$ cat src/rtl/ecpath_pkg.sv
package ecpath_pkg;
  // Per-channel control word; bit order matches the write port encoding.
  typedef struct packed {
    logic adaptDis;  // bit3
    logic bypass;    // bit2
    logic muteR;     // bit1
    logic muteS;     // bit0
  } chanCtl_t;

  // Strobes the control side hands to the datapath for the current slot.
  typedef struct packed {
    logic muteS;
    logic muteR;
    logic bypass;
    logic coefClear;
    logic coefFreeze;
    logic coefUpdate;
    logic clearDone;
  } slotStrobe_t;
endpackage

$ cat src/rtl/ecpath_delay.sv
module ecpath_delay #(
  parameter int W     = 8,
  parameter int DEPTH = 64
) (
  input  logic         clk,
  input  logic         rstN,
  input  logic         en,
  input  logic [W-1:0] dIn,
  output logic [W-1:0] dOut
);
  logic [W-1:0] line [DEPTH];

  always_ff @(posedge clk) begin
    if (!rstN) begin
      for (int i = 0; i < DEPTH; i++) line[i] <= '0;
    end else if (en) begin
      line[0] <= dIn;
      for (int i = 1; i < DEPTH; i++) line[i] <= line[i-1];
    end
  end

  // Value shifted in DEPTH enabled cycles ago.
  assign dOut = line[DEPTH-1];
endmodule

$ cat src/rtl/ecpath_ctrl.sv
module ecpath_ctrl
  import ecpath_pkg::*;
#(
  parameter int NCH = 32,
  localparam int CW = $clog2(NCH)
) (
  input  logic          clk,
  input  logic          rstN,
  input  logic          slotValid,
  input  logic          ctlWe,
  input  logic [CW-1:0] ctlChan,
  input  chanCtl_t      ctlBits,
  output slotStrobe_t   strobe,
  output logic [CW-1:0] chan
);
  chanCtl_t   pend    [NCH];
  chanCtl_t   act     [NCH];
  chanCtl_t   pendNext[NCH];
  logic [NCH-1:0] doneFlag;
  logic       frameEnd;
  chanCtl_t   cur;

  assign frameEnd = slotValid && (chan == CW'(NCH-1));

  // Staged words with the current write folded in, so a write in the
  // last slot of a frame is not lost at the boundary copy.
  always_comb begin
    for (int i = 0; i < NCH; i++)
      pendNext[i] = (ctlWe && ctlChan == CW'(i)) ? ctlBits : pend[i];
  end

  always_ff @(posedge clk) begin
    if (!rstN) begin
      chan     <= '0;
      doneFlag <= '0;
      for (int i = 0; i < NCH; i++) begin
        pend[i] <= '0;
        act[i]  <= '0;
      end
    end else begin
      for (int i = 0; i < NCH; i++) pend[i] <= pendNext[i];
      if (slotValid) chan <= frameEnd ? '0 : chan + 1'b1;
      if (frameEnd) begin
        for (int i = 0; i < NCH; i++) begin
          act[i]      <= pendNext[i];
          doneFlag[i] <= act[i].bypass & pendNext[i].bypass;
        end
      end
    end
  end

  assign cur = act[chan];

  always_comb begin
    strobe.muteS      = cur.muteS;
    strobe.muteR      = cur.muteR;
    strobe.bypass     = cur.bypass;
    strobe.coefClear  = cur.bypass;
    strobe.coefFreeze = !cur.bypass && cur.adaptDis;
    strobe.coefUpdate = !cur.bypass && !cur.adaptDis;
    strobe.clearDone  = doneFlag[chan];
  end
endmodule

$ cat src/rtl/ecpath_data.sv
module ecpath_data
  import ecpath_pkg::*;
#(
  parameter int          NCH   = 32,
  parameter int          W     = 8,
  parameter logic [W-1:0] QUIET = 8'hFF,
  localparam int CW = $clog2(NCH)
) (
  input  logic          clk,
  input  logic          rstN,
  input  logic          slotValid,
  input  logic [W-1:0]  rinData,
  input  logic [W-1:0]  sinData,
  input  logic [W-1:0]  echoEst,
  input  slotStrobe_t   strobe,
  input  logic [CW-1:0] chan,
  output logic          outValid,
  output logic [W-1:0]  rOut,
  output logic [W-1:0]  sOut,
  output logic [CW-1:0] chanO,
  output logic          coefClear,
  output logic          coefFreeze,
  output logic          coefUpdate,
  output logic          clearDone
);
  localparam int SHORT = 2 * NCH;
  localparam int EXTRA = NCH;
  localparam logic signed [W:0] SMAX = (W+1)'((1 << (W-1)) - 1);
  localparam logic signed [W:0] SMIN = -SMAX - 1;

  logic [W-1:0] rxTap, txShort, txLong, txCancel;
  logic signed [W:0] diff;

  ecpath_delay #(.W(W), .DEPTH(SHORT)) uRx (
    .clk(clk), .rstN(rstN), .en(slotValid), .dIn(rinData), .dOut(rxTap));
  ecpath_delay #(.W(W), .DEPTH(SHORT)) uTxA (
    .clk(clk), .rstN(rstN), .en(slotValid), .dIn(sinData), .dOut(txShort));
  ecpath_delay #(.W(W), .DEPTH(EXTRA)) uTxB (
    .clk(clk), .rstN(rstN), .en(slotValid), .dIn(txShort), .dOut(txLong));

  assign diff = $signed({txLong[W-1], txLong}) - $signed({echoEst[W-1], echoEst});

  always_comb begin
    if (diff > SMAX)      txCancel = SMAX[W-1:0];
    else if (diff < SMIN) txCancel = SMIN[W-1:0];
    else                  txCancel = diff[W-1:0];
  end

  always_ff @(posedge clk) begin
    if (!rstN) begin
      outValid   <= 1'b0;
      rOut       <= '0;
      sOut       <= '0;
      chanO      <= '0;
      coefClear  <= 1'b0;
      coefFreeze <= 1'b0;
      coefUpdate <= 1'b0;
      clearDone  <= 1'b0;
    end else begin
      outValid <= slotValid;
      if (slotValid) begin
        rOut       <= strobe.muteR ? QUIET : rxTap;
        sOut       <= strobe.muteS ? QUIET : (strobe.bypass ? txShort : txCancel);
        chanO      <= chan;
        coefClear  <= strobe.coefClear;
        coefFreeze <= strobe.coefFreeze;
        coefUpdate <= strobe.coefUpdate;
        clearDone  <= strobe.clearDone;
      end
    end
  end
endmodule

$ cat src/rtl/echo_path_ctrl.sv
module echo_path_ctrl
  import ecpath_pkg::*;
#(
  parameter int           NCH   = 32,
  parameter int           W     = 8,
  parameter logic [W-1:0] QUIET = 8'hFF,
  localparam int CW = $clog2(NCH)
) (
  input  logic          clk,
  input  logic          rstN,
  input  logic          slotValid,
  input  logic [W-1:0]  rinData,
  input  logic [W-1:0]  sinData,
  input  logic [W-1:0]  echoEst,
  input  logic          ctlWe,
  input  logic [CW-1:0] ctlChan,
  input  logic [3:0]    ctlBits,
  output logic          outValid,
  output logic [W-1:0]  rOut,
  output logic [W-1:0]  sOut,
  output logic [CW-1:0] chanO,
  output logic          coefClear,
  output logic          coefFreeze,
  output logic          coefUpdate,
  output logic          clearDone
);
  slotStrobe_t   slotStb;
  logic [CW-1:0] slotChan;

  ecpath_ctrl #(.NCH(NCH)) uCtrl (
    .clk(clk), .rstN(rstN), .slotValid(slotValid),
    .ctlWe(ctlWe), .ctlChan(ctlChan), .ctlBits(chanCtl_t'(ctlBits)),
    .strobe(slotStb), .chan(slotChan));

  ecpath_data #(.NCH(NCH), .W(W), .QUIET(QUIET)) uData (
    .clk(clk), .rstN(rstN), .slotValid(slotValid),
    .rinData(rinData), .sinData(sinData), .echoEst(echoEst),
    .strobe(slotStb), .chan(slotChan),
    .outValid(outValid), .rOut(rOut), .sOut(sOut), .chanO(chanO),
    .coefClear(coefClear), .coefFreeze(coefFreeze), .coefUpdate(coefUpdate),
    .clearDone(clearDone));
endmodule

$ cat config.mk
export PLATFORM = sky130hd
export DESIGN_NAME = echo_path_ctrl
export DESIGN_NICKNAME = d
export VERILOG_FILES = /design/src/rtl/ecpath_pkg.sv /design/src/rtl/ecpath_delay.sv /design/src/rtl/ecpath_ctrl.sv /design/src/rtl/ecpath_data.sv /design/src/rtl/echo_path_ctrl.sv
export SDC_FILE = /design/constraint.sdc
export NUM_CORES = 2
export LEC_CHECK = 0
export BUFFER_PORTS_ARGS = -buffer_cell sky130_fd_sc_hd__buf_2
export CORE_MARGIN = 10
export CORE_UTILIZATION = 38
export CTS_BUF_LIST = sky130_fd_sc_hd__clkbuf_4
export DETAILED_ROUTE_END_ITERATION = 12
export PLACE_DENSITY = 0.49
export SYNTH_ARGS = -nofsm -noshare
export SYNTH_HDL_FRONTEND = slang
export SYNTH_SLANG_ARGS = --single-unit
$ cat constraint.sdc
create_clock -name clk -period 59.3 [get_ports clk]
set_clock_uncertainty 0.1 [all_clocks]
set_input_delay 8.895 -clock clk [delete_from_list [all_inputs] [get_ports clk]]
set_output_delay 8.895 -clock clk [all_outputs]
set_load 0.05 [all_outputs]
==> impl_metrics.yaml <==
outcome:
  status: "finished clean"
clocking:
  cts_setup_buffers: 0
  clock-sinks: 1604
  root_buffer: "clkbuf_4"
  path_clk_slew_ns: 0.06
  cts_made_buffers: 435
  ctsResizeCount: 0
  clk_latency_ns: 1.28
  cts_tree: "done"
  cts_max_level: 5
  cts.path.max_buffers: 4
  cts_hold_buf: 0
synthesis:
  synth_nets: 3942
  synth_top_family_by_area: "simple AND/OR/NAND/NOR gates"
  ys.flop_type: "edfxtp_1"
  ys_ff_latch: 1604
  avgSynthCellArea_um2: 15.6
  async_flop_share_pct: 0
  yosys-mux-area-fraction_pct: 3.43
  synth-xor-area-share_pct: 0.115
  netlist_top_cells_area: "edfxtp_1 70%, and3_1 7.1%, and2_1 6.8%, dfxtp_1 6.5%, mux2i_1 2.0%"
  synth_compound_area_share_pct: 1.57
  synth_most_common_cell: "edfxtp_1"
  yosysWarnings: 0
  synth_top_area_share_pct: 69.6
  synth_common_cells: "1408 x edfxtp_1, 689 x and3_1, 665 x and2_1"
  synthAdderAreaFrac_pct: 0.239
  synth_edf_count: 1408
  syn_area_um2: 60800
  synth_area_leader_cell: "edfxtp_1"
  ys_types: 56
  ys_seq_area_share_pct: 76.0
  synth-simple-area-share_pct: 16.6
  syn-instance-count: 3894
job:
  maxCapViolations: 0
floorplanning:
  core-area_um2: 159000
  start_util_pct: 38.3
  rows: 146
  dieArea_um2: 176000
  die_y_um: 420
  die_x_um: 420
  num_io_pins: 63
worst_setup_path:
  required_ns: 60.01
  cp.arrival_ns: 12.88
  crit_chain: "buf_8, nor2b_1, inv_8, buf_4, buf_12, buf_4"
  cp-end-kind: "flop"
  worstPathMaxFanout: 166
  critPathKind: "in2reg"
  cp_slowest_cell: "buf_4"
  crit_path_max_incr_delay_ns: 0.89
  cp_common_cell: "buf_4"
  start_kind: "input pin"
sta:
  slew_headroom_pct: 24.4
  tightest_slew_ns: 1.13
  rsz0062_at_grt: "no"
  fmax_mhz: 82.1
  fin_ws_ns: 47.13
  finalHoldViolCount: 0
  drv_slew: 0
  setup_viol: 0
  layout_worst_path_cycle_share_pct: 20.5
  fin_tns_setup_ns: 0
  finalCriticalPeriod_ns: 12.17
pwr:
  ir_drop_v: 0.0000203
  leakagePower_nw: 28.2
  power_density_nw_per_um2: 34.8
placement:
  dp_slack_ns: 45.75
  place_congestion: 0.714
  hpwl_um: 49100
  io_buffers: 62
global_routing:
  grt-ovfl-total: 0
  grt_pass1_wl_um: 170000
  grt_pass1_vias: 31846
  antenna_found_initial: 2
  grt_use_total_pct: 11.8
  grt_max_degree: 217
finish:
  drive_gt1_share_pct: 18.8
  nNetsFinal: 4194
  fin_util_pct: 43.1
  syn_to_final_growth_pct: 12.5
routing:
  drc: 0
  drtIter0Drc: 2372
  wl_per_cell_um: 16.0
  vias: 31139
  vias_per_cell: 4.78
  ant_nets: 0
  firstDrtPassIters: 5
  drt-total-wl_um: 105000
worst_hold_path:
  worstHoldPathType: "reg2reg"
layer usage:
| layer | global-route usage [%] | wire [um] | vias up |
|---|---|---|---|
| met5 | 0 | 0 | - |
| met4 | 5.56 | 2760 | 0 |
| met3 | 3.05 | 4880 | 272 |
| met2 | 17.0 | 45700 | 548 |
| met1 | 16.4 | 51300 | 15275 |
| li1 | - | - | 15044 |
final timing paths:
| kind | start | to | slack [ns] | cells after the start |
|---|---|---|---|---|
| max reg2reg | uCtrl.chan[0] | uCtrl.act[27][0] | 54.62 | 8 |
| min | uCtrl.act[3][2] | uCtrl.doneFlag[3] | 0.34 | 1 |
| min reg2reg | uCtrl.act[3][2] | uCtrl.doneFlag[3] | 0.34 | 1 |
| max | slotValid | uData.uRx.line[0][28] | 47.13 | 6 |
cell usage in the layout, fill, tap and decap left out, types with 5 or more instances in the layout:
cell type and instances:
a21boi_0 33, a21oi_1 11, a22o_1 18, and2_1 665
and3_1 689, buf_2 60, buf_4 42, clkbuf_4 679
clkinv_1 46, dfxtp_1 195, diode_2 7, edfxtp_1 1408
ha_1 10, inv_1 12, mux2i_1 122, mux4_1 8
mux4_2 28, nand2_1 93, nand2b_1 7, nand3_1 36
nand4_1 7, nor2_1 43, nor2b_1 117, nor3_1 5
o21ai_0 27, o221a_1 8, xor2_1 5
per-stage QoR:
stage | std cells | area [um^2] | power [mW] | hold slack (ns)
finish | 6521 | 68300 | 2.38 | 0.338
global route | 6519 | 68300 | 2.50 | 0.352
CTS | 6514 | 68300 | 2.43 | 0.325
detailed placement | 5781 | 62900 | 1.44 | 0.366
global placement | 5781 | 62900 | 1.44 | 0.358
floorplan | 3894 | 60800 | 1.45 | 0.344
cells by family after synthesis:
logic type               after synthesis
AND/OR/NAND/NOR                     1674
flip-flops                          1604
buffers and inverters                306
multiplexers                         160
AO/OA/AOI/OAI                        131
adder cells (fa/ha/maj)               11
XOR/XNOR                               8
state kept, by name, indices dropped and copies added (netlist names), 5 cells and up, named ones only:
signal           flops
uData.uRx.line     512
uData.uTxA.line    512
uData.uTxB.line    256
uCtrl.act          128
uCtrl.pend         128
uCtrl.doneFlag      32
uData.rOut           8
uData.sOut           8
uCtrl.chan           5
uData.chanO          5
critical path: cells and delay by family:
family,cells,cell delay [ns]
buf+inv,5,3.41
simple gates,1,0.23
power breakdown:
group / switching, mW / total, mW / internal [mW]
combinational: 0.0660 / 0.0982 / 0.0323
sequential: 0.0171 / 1.32 / 1.30
clock: 0.435 / 0.960 / 0.525
total: 0.518 / 2.38 / 1.86
area by class of cell:
type / count / area (um^2)
Timing Repair Buffer: 107 / 706
Multi-Input combinational cell: 1984 / 13400
Clock buffer: 679 / 5100
Tap cell: 2072 / 2590
Inverter: 14 / 62.6
Clock inverter: 54 / 287
Sequential cell: 1604 / 46200
Fill cell: 14552 / 90400
Antenna cell: 7 / 17.5
No activity file was read; power rests on OpenSTA's default activity.
